### src/rtl/busclk_pkg.sv
`timescale 1ns/1ps
// Package: busclk_pkg
// Shared constants for the bus clock and chip-select generator.
// Assumes: one bus period = 12 master cycles, low time = RISE_PH + 0.5 cycles.
package busclk_pkg;
    // Default number of master cycles per bus-clock period
    localparam int unsigned BUS_PERIOD_DEF = 12;
    // Default phase at which the bus clock goes high (rising master edge)
    localparam int unsigned BUS_RISE_DEF   = 4;
    // Output index of a 2-to-4 demultiplexer for a given {a1,a0} code
    localparam int unsigned DMX_CODE_00 = 0;
    localparam int unsigned DMX_CODE_01 = 1;
    localparam int unsigned DMX_CODE_10 = 2;
    localparam int unsigned DMX_CODE_11 = 3;
endpackage

### src/rtl/m2_phase_gen.sv
`timescale 1ns/1ps
// Module: m2_phase_gen
// Produces the bus clock from the master clock at half-cycle resolution.
// A phase counter on the rising edge marks the high window, which starts at
// phase RISE_PH. A register on the falling edge ends the window half a cycle
// before phase 0. The two registered terms are ANDed. They change on opposite
// master edges, so the AND never sees two inputs moving at once.
// Assumes: 1 <= RISE_PH <= PERIOD-2, synchronous active-low reset.
module m2_phase_gen #(
    parameter int unsigned PERIOD  = 12,
    parameter int unsigned RISE_PH = 4
) (
    input  logic clk_mst,
    input  logic rst_n,
    output logic m2
);
    localparam int unsigned PH_W    = $clog2(PERIOD);
    localparam logic [PH_W-1:0] PH_LAST = PH_W'(PERIOD - 1);
    localparam logic [PH_W-1:0] PH_RISE = PH_W'(RISE_PH);

    logic [PH_W-1:0] phase_q;
    logic [PH_W-1:0] phase_nxt;
    logic            win_pos_q;   // high window, rising-edge term
    logic            keep_neg_q;  // clears on the falling edge of the last phase

    // Next phase: wrap at the end of the period
    always_comb begin
        phase_nxt = (phase_q == PH_LAST) ? '0 : phase_q + 1'b1;
    end

    // Phase counter and rising-edge window term
    always_ff @(posedge clk_mst) begin
        if (!rst_n) begin
            phase_q   <= '0;
            win_pos_q <= 1'b0;
        end else begin
            phase_q   <= phase_nxt;
            win_pos_q <= (phase_nxt >= PH_RISE);
        end
    end

    // Falling-edge term: drops half a cycle into the last phase
    always_ff @(negedge clk_mst) begin
        if (!rst_n) begin
            keep_neg_q <= 1'b0;
        end else begin
            keep_neg_q <= (phase_q != PH_LAST);
        end
    end

    // Combine the two edge-generated terms
    assign m2 = win_pos_q & keep_neg_q;
endmodule

### src/rtl/dmx24_n.sv
`timescale 1ns/1ps
// Module: dmx24_n
// 2-to-4 demultiplexer with active-low enable and active-low outputs.
// When disabled, all outputs are high. When enabled, only the output indexed
// by {a1,a0} is low.
// Assumes: purely combinational, no timing of its own.
module dmx24_n (
    input  logic       en_n,
    input  logic       a0,
    input  logic       a1,
    output logic [3:0] y_n
);
    logic [1:0] code;

    // Form the select code
    assign code = {a1, a0};

    // One output per code, built by generate
    for (genvar gi = 0; gi < 4; gi++) begin : g_out
        assign y_n[gi] = ~(~en_n & (code == 2'(gi)));
    end
endmodule

### src/rtl/busclk_cs_gen.sv
`timescale 1ns/1ps
// Module: busclk_cs_gen (top)
// Bus clock generator plus an address decode gated by the bus clock.
// First demultiplexer: always enabled, inputs {A15, M2}. Its output for code
//   11 is the ROM select, and its output for code 01 (M2 high, A15 low)
//   enables the second demultiplexer.
// Second demultiplexer: inputs {A14, A13}. Code 00 is the RAM select and
//   code 01 is the peripheral enable.
// Assumes: addr_hi is settled while the selects are used.
module busclk_cs_gen
    import busclk_pkg::*;
#(
    parameter int unsigned PERIOD  = BUS_PERIOD_DEF,
    parameter int unsigned RISE_PH = BUS_RISE_DEF
) (
    input  logic       clk_mst,
    input  logic       rst_n,
    input  logic [2:0] addr_hi,
    output logic       m2_o,
    output logic       rom_sel_n,
    output logic       pbus_en_n,
    output logic       ram_sel_n
);
    logic       m2;
    logic [3:0] upper_y_n;
    logic [3:0] lower_y_n;

    // Bus clock
    m2_phase_gen #(
        .PERIOD (PERIOD),
        .RISE_PH(RISE_PH)
    ) u_phase (
        .clk_mst(clk_mst),
        .rst_n  (rst_n),
        .m2     (m2)
    );

    // Upper decode: A15 together with the bus clock
    dmx24_n u_dmx_upper (
        .en_n(1'b0),
        .a0  (m2),
        .a1  (addr_hi[2]),
        .y_n (upper_y_n)
    );

    // Lower decode: A14/A13, enabled by "M2 high and A15 low"
    dmx24_n u_dmx_lower (
        .en_n(upper_y_n[DMX_CODE_01]),
        .a0  (addr_hi[0]),
        .a1  (addr_hi[1]),
        .y_n (lower_y_n)
    );

    // Drive the outputs
    assign m2_o      = m2;
    assign rom_sel_n = upper_y_n[DMX_CODE_11];
    assign pbus_en_n = lower_y_n[DMX_CODE_01];
    assign ram_sel_n = lower_y_n[DMX_CODE_00];
endmodule

### config.mk
export PLATFORM = sky130hd
export DESIGN_NAME = busclk_cs_gen
export DESIGN_NICKNAME = d
export VERILOG_FILES = /design/src/rtl/busclk_pkg.sv /design/src/rtl/m2_phase_gen.sv /design/src/rtl/dmx24_n.sv /design/src/rtl/busclk_cs_gen.sv
export SDC_FILE = /design/constraint.sdc
export NUM_CORES = 1
export LEC_CHECK = 0
export CAP_MARGIN = 30
export CORE_AREA = 4 4 41 43
export DETAILED_ROUTE_END_ITERATION = 8
export DIE_AREA = 0 0 45 47
export PLACE_DENSITY = 0.49
export SLEW_MARGIN = 15
export SYNTH_ARGS = -nofsm -noshare
export SYNTH_HDL_FRONTEND = slang
export SYNTH_SLANG_ARGS = --single-unit
### constraint.sdc
create_clock -name clk_mst -period 1.1 [get_ports clk_mst]
set_input_delay 0.22 -clock clk_mst [delete_from_list [all_inputs] [get_ports clk_mst]]
set_output_delay 0.22 -clock clk_mst [all_outputs]
set_load 0.005 [all_outputs]
* After elaboration in Yosys (flattened, before gate mapping)
Index checks and enable logic that the tools add are counted.
Widths: inputs -> output; s select.
** Word-level totals
- Register bits :: 6
- Bits of input ports :: 5
- Output and inout bits :: 4
- Word-level logic and storage cells :: 18
** Cells by class
- Add/subtract/negate cells :: 1
- Order comparisons :: 1
- Equal/unequal tests :: 5
- Muxes and demuxes :: 1
- Bitwise gates (word level) :: 6
- Reduce and logical (&&, ||, !) cells :: 1
** Operators by type and width (count)
- $add 4x1->4 const B :: 1
- $eq 2x1->1 const B :: 2
- $eq 4x4->1 const B :: 1
- $ge 4x3->1 const B :: 1
- $mux 4 :: 1
- $ne 4x4->1 const B :: 1
- $and 1x1->1 :: 3
- $not 1->1 :: 3
- $eq 2x2->1 const B :: 1
- $logic_not 2->1 :: 1

* Depth between registers and ports, before layout
- Depth after elaboration :: 4
- Mapped depth :: 4
- Mapped depth without buffers :: 4

* By module
From an unflattened synthesis, not the netlist that was laid out.
** Unflattened totals
- Cells, all modules :: 32
- Area, all modules :: 314.1 µm²
** Modules (own cells, without submodules)
- m2_phase_gen :: instances 1, cells each 23, area an instance 247.7 µm², seq. area each 120.1 µm²
- dmx24_n :: instances 2, cells each 4, area an instance 31.3 µm², seq. area each 0.0 µm²
- busclk_cs_gen :: instances 1, cells each 1, area an instance 3.8 µm², seq. area each 0.0 µm²

==> qor.csv <==
metric,value,unit
path_class,flop to output port,
synthToLayoutAreaGrowth,79.9,%
postSynthCellCount,32,
crit_path_frequent_cell,nand2_2,
synth_area_leaders,"dfxtp_1 (42%), mux2i_1 (7.0%), and2_1 (4.4%), ha_1 (4.4%), nand2b_1 (4.4%)",
worstPathCellList,"nand2_2, nor3_4, buf_4, nand2_2, buf_6",
antenna_found_initial,0,
insertion_delay,310,ps
cts-root-buf,clkbuf_4,
grt_pass1_vias,306,
io_pins,9,
io_buffers,8,
clkPwrFrac,0.434,
gp_congestion,0.683,
cts_htree_levels,1,
cts_inserted_buffers,3,
synthesis.nets,38,
drtAntennaViolNets,0,
cts_hold_buf,0,
hp-class,flop to flop,
p_total,588,uW
required,880,ps
power_frac_comb,0.154,
syn_area_per_cell,8.95,sq um
row_count,13,
yosys_register_bits,6,
endpoint_kind,output port,
power_frac_seq,0.412,
die_h,47,um
post_drt_wl_per_cell,10.4,um
yosysTopAreaCell,dfxtp_1,
drive_above_1_share,0.537,
vdd_ir_drop_max,509,uV
hpwl,515,um
grt_first_pass_wirelength,1.22,mm
ys_types,18,
p_per_area,1140,mW/mm^2
regToRegStartpoint,u_phase.phase_q[1],
fin_nets,61,
fin_ws,-761,ps
grt_overflow_total,0,
gr-usage-all-layers,0.0903,
syn-cell-area,287,sq um
synth_top_area_frac,0.419,
multi_input_area,191,sq um
cp_slowest_cell,dfxtp_2,
cp-start-kind,flop,
rsz0062_at_grt,yes,
fin_skew,53.1,ps
drt_first_pass_iters,2,
fill_cells,138,
violations,negative setup slack,
hold_viol,0,
p_leak,0.000232,uW
reg2regPathDepth,3,
dieArea,0.00212,sq mm
setup_viol,5,
drc_errors,0,
coreArea,0.00130,sq mm
crit_fanout,2,
cts.sinks,6,
grt_start_max_net_pins,7,
switching_share,0.265,
cts.clk_slew.worst_paths,50,ps
outcome,"complete, but fails checks",
p_sw,156,uW
ys_seq_area_frac,0.419,
start_util,0.220,
slew_headroom,0.888,
cap_violations,0,
clock_path_buffers,2,
rrSetupSlack,-220,ps
critPathTopFamily,flip-flops,
die_w,45,um
hold_ws,591,ps
routed_wl,715,um
cts_tree,built,
vias,298,
drt_iter0_drc,3,
min_from,u_phase.phase_q[0],
holdPathEnd,u_phase.phase_q[1],
path_buf_inv,2,
intPower,432,uW
antenna_cells,0,
seqCellArea,124,sq um
worstPathArrival,1640,ps
critPathMaxStageDelay,310,ps
worst_slew_pin_slew,167,ps
vias_per_cell,4.32,
dp_slack,-706,ps
min_path_cells,2,
drv_slew,0,
reg2reg_to,u_phase.keep_neg_q,
yosysWarnings,0,
[cell usage after synthesis]
master / n
mux2i_1: 2
inv_1: 3
o21ai_0: 1
and3_4: 1
nor2b_1: 1
nand2b_1: 2
o31a_1: 1
ha_1: 1
dfxtp_1: 6
nand2_2: 1
xor2_1: 1
nor3_1: 2
nand3b_1: 1
nand2_1: 3
and2_1: 2
a21oi_1: 1
nor2_1: 2
and3b_2: 1
[timing repair]
item,CTS,global route
gates resized for setup,17,6
pin swaps,1,1
endpoints found under the setup margin,5,7
setup buffers,2,2
[per-layer routing]
| metal | global-route usage | up-vias | share of wire |
|---|---|---|---|
| met3 | 0.0345 | 5 | 0.11 |
| met5 | 0 | - | 0 |
| met1 | 0.0778 | 131 | 0.37 |
| met4 | 0.123 | 0 | 0.053 |
| li1 | - | 150 | - |
| met2 | 0.141 | 12 | 0.47 |
[cells in the final DEF (no fill, tap or decap)]
master and count:
ha_4 1, and3b_2 1, xor2_1 1, clkbuf_4 3
and2_1 2, clkbuf_1 1, nand2_2 3, dfxtp_1 3
nand2_4 1, nand2b_1 2, buf_4 10, o31a_1 1
o21ai_1 1, and3_4 1, inv_1 2, buf_6 1
nor3_1 1, nor2b_1 1, a21oi_1 1, dfxtp_2 3
buf_2 3, inv_4 1, clkdlybuf4s50_1 4, nand3b_1 1
nor3_4 1, mux2i_1 2, nor2_1 2
[cell families after synthesis]
| group | Yosys count | share of synthesized area |
|---|---|---|
| buffers and inverters | 3 | 0.0393 |
| multiplexers | 2 | 0.0699 |
| adder cells (fa/ha/maj) | 1 | 0.0437 |
| XOR/XNOR | 1 | 0.0306 |
| AND/OR/NAND/NOR | 16 | 0.332 |
| AO/OA/AOI/OAI | 3 | 0.0655 |
| flip-flops | 6 | 0.419 |
[final cells by class]
type | instances | share of cell area
clock buffers | 4 | 0.0510
clock inverters | 1 | 0.00728
inverters | 2 | 0.0194
multi-input cells | 23 | 0.371
flip-flops and latches | 6 | 0.240
well taps | 15 | 0.0364
repair buffers | 18 | 0.274
[power groups by stage]
stage          sequential [uW]  clock [uW]  combinational, uW
3_3_place_gp               246        11.4               80.5
3_5_place_dp               247        11.4               83.7
4_1_cts                    243         265               84.3
5_1_grt                    243         282                100
2_1_floorplan              249        11.4               32.9
6_report                   242         255               90.3
[per-stage QoR]
stage | TNS, ps | std cells | cell area (sq um) | utilization
6_report | -2980 | 69 | 515 | 0.396
5_1_grt | -3330 | 69 | 515 | 0.396
4_1_cts | -3100 | 68 | 485 | 0.373
3_5_place_dp | -3000 | 62 | 463 | 0.356
3_3_place_gp | -2850 | 62 | 463 | 0.356
2_1_floorplan | -936 | 32 | 312 | -
[worst register-to-register path, delay by kind of cell (launching register included)]
kind          cells  cell delay, ps
flops             1             340
simple gates      2             240
fa+ha+maj         1             130
[how the worst max path moves through the flow]
| stage | end | startpoint | depth (start not counted) |
|---|---|---|---|
| 2_1_floorplan | u_phase.keep_neg_q | u_phase.phase_q[1] | 3 |
| 3_3_place_gp | ram_sel_n | u_phase.keep_neg_q | 4 |
| 3_5_place_dp | pbus_en_n | u_phase.keep_neg_q | 4 |
| 4_1_cts | pbus_en_n | u_phase.keep_neg_q | 5 |
| 5_1_grt | pbus_en_n | u_phase.keep_neg_q | 5 |
| 6_report | pbus_en_n | u_phase.keep_neg_q | 5 |
[registers in the layout (all words and copies together), names as in the netlist]
register and count:
u_phase.keep_neg_q 1, u_phase.phase_q 4, u_phase.win_pos_q 1
(Power assumes the default switching activity.)
